$ cat config.mk
export PLATFORM = sky130hd
export DESIGN_NAME = aud_glob_reset
export DESIGN_NICKNAME = d
export VERILOG_FILES = /design/src/rtl/agr_pkg.sv /design/src/rtl/agr_ctrl.sv /design/src/rtl/agr_sema.sv /design/src/rtl/agr_stat.sv /design/src/rtl/aud_glob_reset.sv
export SDC_FILE = /design/constraint.sdc
export NUM_CORES = 1
export LEC_CHECK = 0
export BUFFER_PORTS_ARGS = -buffer_cell sky130_fd_sc_hd__buf_2
export CAP_MARGIN = 20
export CORE_MARGIN = 10
export CORE_UTILIZATION = 30
export DETAILED_ROUTE_END_ITERATION = 10
export GPL_TIMING_DRIVEN = 0
export PLACE_DENSITY = 0.62
export REMOVE_ABC_BUFFERS = 1
export SKIP_CTS_REPAIR_TIMING = 1
export SYNTH_ARGS = -nofsm -noshare
export SYNTH_HDL_FRONTEND = slang
export SYNTH_SLANG_ARGS = --single-unit
$ cat constraint.sdc
create_clock -name clk -period 4.3 [get_ports clk]
set_input_delay 0.215 -clock clk [delete_from_list [all_inputs] [get_ports clk]]
set_output_delay 0.215 -clock clk [all_outputs]
set_load 0.05 [all_outputs]
$ cat src/rtl/agr_pkg.sv
package agr_pkg;
  localparam int REG_W       = 32;
  localparam int RELEASE_BIT = 1;
  localparam int WARM_BIT    = 2;

  localparam logic [1:0] SZ_BYTE  = 2'd0;
  localparam logic [1:0] SZ_WORD  = 2'd1;
  localparam logic [1:0] SZ_DWORD = 2'd2;

  // Value stored by a control write: released writes keep the writable set,
  // cold writes keep only the stable set.
  function automatic logic [REG_W-1:0] ctrl_store(
      input logic [REG_W-1:0] d,
      input logic [REG_W-1:0] wr_mask,
      input logic [REG_W-1:0] keep_mask);
    logic [REG_W-1:0] r;
    if (d[RELEASE_BIT]) r = d & wr_mask & ~(REG_W'(1) << WARM_BIT);
    else                r = d & keep_mask;
    return r;
  endfunction

  // A warm reset is granted only with release set and no channel active.
  function automatic logic warm_grant(input logic [REG_W-1:0] d,
                                      input logic any_run);
    return d[RELEASE_BIT] & d[WARM_BIT] & ~any_run;
  endfunction
endpackage

$ cat src/rtl/agr_ctrl.sv
module agr_ctrl
  import agr_pkg::*;
#(
  parameter int NUM_CH = 3,
  parameter logic [REG_W-1:0] WR_MASK   = 32'h0000_00FB,
  parameter logic [REG_W-1:0] KEEP_MASK = 32'h0000_0070
) (
  input  logic              clk,
  input  logic              rst_n,
  input  logic              we_i,
  input  logic [REG_W-1:0]  wdata_i,
  input  logic [NUM_CH-1:0] run_i,
  output logic [REG_W-1:0]  ctrl_q,
  output logic              cold_o,
  output logic              warm_o
);
  logic any_run;
  logic warm_q;

  assign any_run = |run_i;

  always_ff @(posedge clk or negedge rst_n) begin
    if (!rst_n) begin
      ctrl_q <= '0;
      warm_q <= 1'b0;
    end else begin
      warm_q <= 1'b0;
      if (we_i) begin
        ctrl_q <= ctrl_store(wdata_i, WR_MASK, KEEP_MASK);
        warm_q <= warm_grant(wdata_i, any_run);
      end
    end
  end

  assign cold_o = ~ctrl_q[RELEASE_BIT];
  assign warm_o = warm_q;


  warm_refused_chk: assert property (@(posedge clk) disable iff (!rst_n)
    (we_i && wdata_i[WARM_BIT] && any_run) |=> !warm_o);


  warm_bit_clear_chk: assert property (@(posedge clk) disable iff (!rst_n)
    we_i |=> !ctrl_q[WARM_BIT]);
endmodule

$ cat src/rtl/agr_sema.sv
module agr_sema #(
  parameter int SW = 8
) (
  input  logic          clk,
  input  logic          rst_n,
  input  logic          clr_i,
  input  logic          we_i,
  input  logic [SW-1:0] wdata_i,
  output logic [SW-1:0] sema_q
);
  always_ff @(posedge clk or negedge rst_n) begin
    if (!rst_n)     sema_q <= '0;
    else if (clr_i) sema_q <= '0;
    else if (we_i)  sema_q <= wdata_i;
  end


  sema_clear_chk: assert property (@(posedge clk) disable iff (!rst_n)
    clr_i |=> (sema_q == '0));
endmodule

$ cat src/rtl/agr_stat.sv
module agr_stat #(
  parameter int NUM_CH = 3
) (
  input  logic              clk,
  input  logic              rst_n,
  input  logic              hold_clr_i,
  input  logic [NUM_CH-1:0] irq_i,
  output logic [NUM_CH-1:0] stat_q,
  output logic              irq_o
);
  for (genvar i = 0; i < NUM_CH; i++) begin : g_ch
    always_ff @(posedge clk or negedge rst_n) begin
      if (!rst_n)          stat_q[i] <= 1'b0;
      else if (hold_clr_i) stat_q[i] <= 1'b0;
      else                 stat_q[i] <= irq_i[i];
    end
  end

  assign irq_o = |stat_q;


  stat_cold_zero_chk: assert property (@(posedge clk) disable iff (!rst_n)
    hold_clr_i |=> (stat_q == '0));
endmodule

$ cat src/rtl/aud_glob_reset.sv
module aud_glob_reset
  import agr_pkg::*;
#(
  parameter int AW     = 8,
  parameter int NUM_CH = 3,
  parameter int SEMA_W = 8,
  parameter logic [AW-1:0] CTRL_OFS = 8'h2C,
  parameter logic [AW-1:0] STAT_OFS = 8'h30,
  parameter logic [AW-1:0] SEMA_OFS = 8'h34,
  parameter logic [REG_W-1:0] WR_MASK   = 32'h0000_00FB,
  parameter logic [REG_W-1:0] KEEP_MASK = 32'h0000_0070
) (
  input  logic              clk,
  input  logic              rst_n,
  input  logic              wr_en_i,
  input  logic [AW-1:0]     wr_addr_i,
  input  logic [1:0]        wr_size_i,
  input  logic [REG_W-1:0]  wr_data_i,
  input  logic [AW-1:0]     rd_addr_i,
  output logic [REG_W-1:0]  rd_data_o,
  input  logic [NUM_CH-1:0] run_i,
  input  logic [NUM_CH-1:0] chan_irq_i,
  output logic              fwd_wr_o,
  output logic              chan_clr_o,
  output logic              warm_rst_o,
  output logic              irq_o
);
  localparam int STAT_PAD = REG_W - NUM_CH;
  localparam int SEMA_PAD = REG_W - SEMA_W;

  logic [REG_W-1:0]  ctrl_q;
  logic [NUM_CH-1:0] stat_q;
  logic [SEMA_W-1:0] sema_q;
  logic              cold;
  logic              owned;
  logic              ctrl_we;
  logic              sema_we;
  logic              cold_entry;

  // Decode of the host write.
  assign owned      = (wr_addr_i == CTRL_OFS) || (wr_addr_i == STAT_OFS) ||
                      (wr_addr_i == SEMA_OFS);
  assign ctrl_we    = wr_en_i && (wr_addr_i == CTRL_OFS) && (wr_size_i == SZ_DWORD);
  assign sema_we    = wr_en_i && !cold && (wr_addr_i == SEMA_OFS) &&
                      (wr_size_i == SZ_BYTE);
  assign cold_entry = ctrl_we && !wr_data_i[RELEASE_BIT];
  assign fwd_wr_o   = wr_en_i && !cold && !owned;

  agr_ctrl #(.NUM_CH(NUM_CH), .WR_MASK(WR_MASK), .KEEP_MASK(KEEP_MASK)) u_ctrl (
    .clk     (clk),
    .rst_n   (rst_n),
    .we_i    (ctrl_we),
    .wdata_i (wr_data_i),
    .run_i   (run_i),
    .ctrl_q  (ctrl_q),
    .cold_o  (cold),
    .warm_o  (warm_rst_o)
  );

  agr_sema #(.SW(SEMA_W)) u_sema (
    .clk     (clk),
    .rst_n   (rst_n),
    .clr_i   (cold_entry),
    .we_i    (sema_we),
    .wdata_i (wr_data_i[SEMA_W-1:0]),
    .sema_q  (sema_q)
  );

  agr_stat #(.NUM_CH(NUM_CH)) u_stat (
    .clk        (clk),
    .rst_n      (rst_n),
    .hold_clr_i (cold),
    .irq_i      (chan_irq_i),
    .stat_q     (stat_q),
    .irq_o      (irq_o)
  );

  assign chan_clr_o = cold;

  always_comb begin
    rd_data_o = '0;
    if (rd_addr_i == CTRL_OFS)      rd_data_o = ctrl_q;
    else if (rd_addr_i == STAT_OFS) rd_data_o = {{STAT_PAD{1'b0}}, stat_q};
    else if (rd_addr_i == SEMA_OFS) rd_data_o = {{SEMA_PAD{1'b0}}, sema_q};
  end


  cold_gate_chk: assert property (@(posedge clk) disable iff (!rst_n)
    (wr_en_i && cold && !ctrl_we) |=> ($stable(sema_q) && $stable(ctrl_q)));


  cold_entry_chk: assert property (@(posedge clk) disable iff (!rst_n)
    cold_entry |=> (chan_clr_o && ctrl_q == ($past(wr_data_i) & KEEP_MASK)));


  warm_no_clr_chk: assert property (@(posedge clk) disable iff (!rst_n)
    warm_rst_o |-> (!chan_clr_o && !ctrl_q[WARM_BIT]));


  irq_follow_chk: assert property (@(posedge clk) disable iff (!rst_n)
    (!cold && (|chan_irq_i)) |=> irq_o);
endmodule

==> results.json <==
{
  "gp_congestion": 0.700,
  "hold_viol_final": 0,
  "flow.area_growth_from_synthesis_pct": 20.6,
  "post-route-cell-area_sq_um": 1410,
  "antenna_found_initial": 0,
  "numPlacedInstances": 206,
  "start_kind": "input port",
  "period_minus_ws_final_ns": 2.20,
  "synth_cell_type_count": 28,
  "finish.net_count": 223,
  "drt_drc_violations_left": 0,
  "cts_tree": "yes",
  "path_common_cell": "buf_2",
  "p_leak_nw": 0.719,
  "power_per_cell_area_nw_per_um2": 279,
  "core_footprint_sq_um": 3720,
  "timing.setup.tns_ns": 0,
  "drt_wl_total_microns": 2910,
  "floorplan.initialDensity_pct": 31.4,
  "viasPerCell": 4.29,
  "total_inserted_antenna_cells": 0,
  "netlist.top_cell.by_area": "dfrtp_1",
  "crit_type": "in2out",
  "path_clk_slew_ns": 0.07,
  "die_area_sq_um": 6790,
  "grt_pass1_vias": 930,
  "first_pass_iters": 4,
  "worst_slew_margin_rel_pct": 50.9,
  "fp-row-count": 22,
  "synthTopCellsByArea": "dfrtp_1 41%, buf_4 15%, mux2i_1 9.4%",
  "path_max_fanout": 5,
  "register_area_share_after_synthesis_pct": 40.7,
  "grt_setup_unrepaired": "false",
  "grt_use_total_pct": 8.42,
  "syn_area_per_cell_sq_um": 10.1,
  "clock_tree.buffer_depth": 2,
  "numCtsBuffers": 3,
  "die_w_microns": 82.4,
  "detail-route-antenna-nets": 0,
  "mappedNetlistArea_sq_um": 1170,
  "worst_path_largest_cell_delay_ns": 0.62,
  "clockRootBuffer": "clkbuf_8",
  "dpl_worst_slack_ns": 2.06,
  "synthCells": 116,
  "holdWs_ns": 0.113,
  "worstPathCellList": "buf_2, nor4_1, nand3_1, nor3b_1, a22o_1, buf_2",
  "timing_max_transition_violations_final": 0,
  "worst_path_max_delay_cell": "nor3b_1",
  "dpl_cell_area_sq_um": 1350,
  "final.setup.worst_slack_ns": 2.10,
  "worst-endpoint-arrival_ns": 1.99,
  "synth_seq_cells": 19,
  "clock_insertion_delay_worst_skew_ns": 0.25,
  "critical_path.endpoint_type": "output pin",
  "num-fill-cells": 403,
  "hpwlAfterDp_microns": 2490,
  "grt_pass1_wl_microns": 4420,
  "async_flop_share_pct": 100,
  "max-cap-violations": 0,
  "yosys_warnings": 0,
  "final_layout_size_suffix_gt1_share_pct": 39.9,
  "port-buffer-count": 46,
  "layout.core_utilization_pct": 37.9,
  "hp-class": "in2reg",
  "clock_skew_ns": 0.00541,
  "setup_viol_count_final": 0,
  "grt_start_max_net_pins": 20,
  "io_pins": 95,
  "final_cells": 211,
  "synth_enable_flop_cells": 0,
  "vias": 905,
  "initialDrtViolationCount": 30,
  "htreeDepth": 1,
  "required_time_at_the_worst_slack_endpoint_ns": 4.09,
  "synth_largest_type_area_fraction_pct": 40.7,
  "fin_crit_sh_pct": 51.3,
  "route.detailed.wl_per_inst_microns": 13.8,
  "tritoncts_num_sinks": 19,
  "max-vdd-ir-drop_v": 0.000159,
  "timing.fmax_mhz": 454,
  "outcome": "finished clean",
  "grt_residual_overflow": 0,
  "synthFlopType": "dfrtp_1",
  "worst_slew_pin_slew_ns": 0.734,
  "die_h_microns": 82.4,
  "design_power_total_mw": 0.393
}
[state kept, by name, summed over array words and instances (netlist names)]
| name | cells |
|---|---|
| u_ctrl.ctrl_q | 7 |
| u_ctrl.warm_o | 1 |
| u_sema.sema_q | 8 |
| u_stat.stat_q | 3 |
[report_power, final]
group / internal [mW] / switching [mW]
clock: 0.0643 / 0.0577
combinational: 0.0192 / 0.0676
sequential: 0.182 / 0.00184
total: 0.266 / 0.127
[area by class of cell]
class	count	area, sq um	area share [%]
Timing Repair Buffer	47	240	17.1
Inverter	1	3.75	0.267
Multi-Input combinational cell	92	582	41.3
Clock inverter	1	5.00	0.356
Tap cell	48	60.1	4.27
Clock buffer	3	41.3	2.93
Sequential cell	19	475	33.8
[layout by cell type (no fill, tap or decap), types with 2 or more instances in the layout]
| master | synthesis | final |
|---|---|---|
| conb_1 | 1 | 24 |
| o21ai_0 | 5 | 5 |
| mux2_2 | 3 | 3 |
| a21oi_1 | 2 | 2 |
| clkbuf_8 | 0 | 3 |
| or3_1 | 2 | 2 |
| nand4b_1 | 3 | 3 |
| buf_2 | 1 | 46 |
| mux2i_1 | 11 | 11 |
| nand3_1 | 2 | 2 |
| nor2_2 | 7 | 7 |
| and2_1 | 3 | 3 |
| nor3_1 | 3 | 3 |
| nor2_1 | 3 | 3 |
| a22o_1 | 5 | 5 |
| nand2_1 | 10 | 10 |
| dfrtp_1 | 19 | 19 |
[cells by family after synthesis]
kind of cell	after synthesis	synth area share [%]
multiplexers	14	12.3
buffers and inverters	28	16.8
AO/OA/AOI/OAI	13	7.61
other	1	0.321
AND/OR/NAND/NOR	41	22.2
flip-flops	19	40.7
[final timing paths]
check                                       from                to  slack [ns]  depth (start not counted)
worst max-delay path                rd_addr_i[1]      rd_data_o[4]        2.10                          6
worst min-delay path                    run_i[2]     u_ctrl.warm_o        0.11                          2
worst max register to register  u_ctrl.ctrl_q[1]  u_sema.sema_q[6]        2.65                          4
worst min register to register  u_ctrl.ctrl_q[3]  u_ctrl.ctrl_q[3]        0.49                          2
max in group asynchronous                  rst_n     u_ctrl.warm_o        3.57                          2
min in group asynchronous                  rst_n  u_ctrl.ctrl_q[6]        0.42                          2
[synthesized netlist by cell type, types with 2 or more instances]
cell type,count
a22o_1,5
mux2i_1,11
nand2_1,10
nor3_1,3
a21oi_1,2
nand3_1,2
nor2_2,7
mux2_2,3
clkbuf_1,2
or3_1,2
nor2_1,3
dfrtp_1,19
and2_1,3
o21ai_0,5
buf_4,24
nand4b_1,3
[routing by layer]
metal | track usage, % | part of all wire (%) | vias to the layer above
met1 | 10.0 | 42 | 406
met4 | 3.06 | 0.62 | 0
li1 | - | - | 446
met2 | 13.3 | 42 | 51
met5 | 0 | 0 | -
met3 | 3.46 | 15 | 2
[critical path: cells and delay by family]
| family | cells | cell delay [ns] |
|---|---|---|
| and+or+nand+nor | 3 | 1.18 |
| AOI/OAI and AO/OA | 1 | 0.24 |
| buffers and inverters | 2 | 0.36 |
Power figures use the tool's default switching activity.
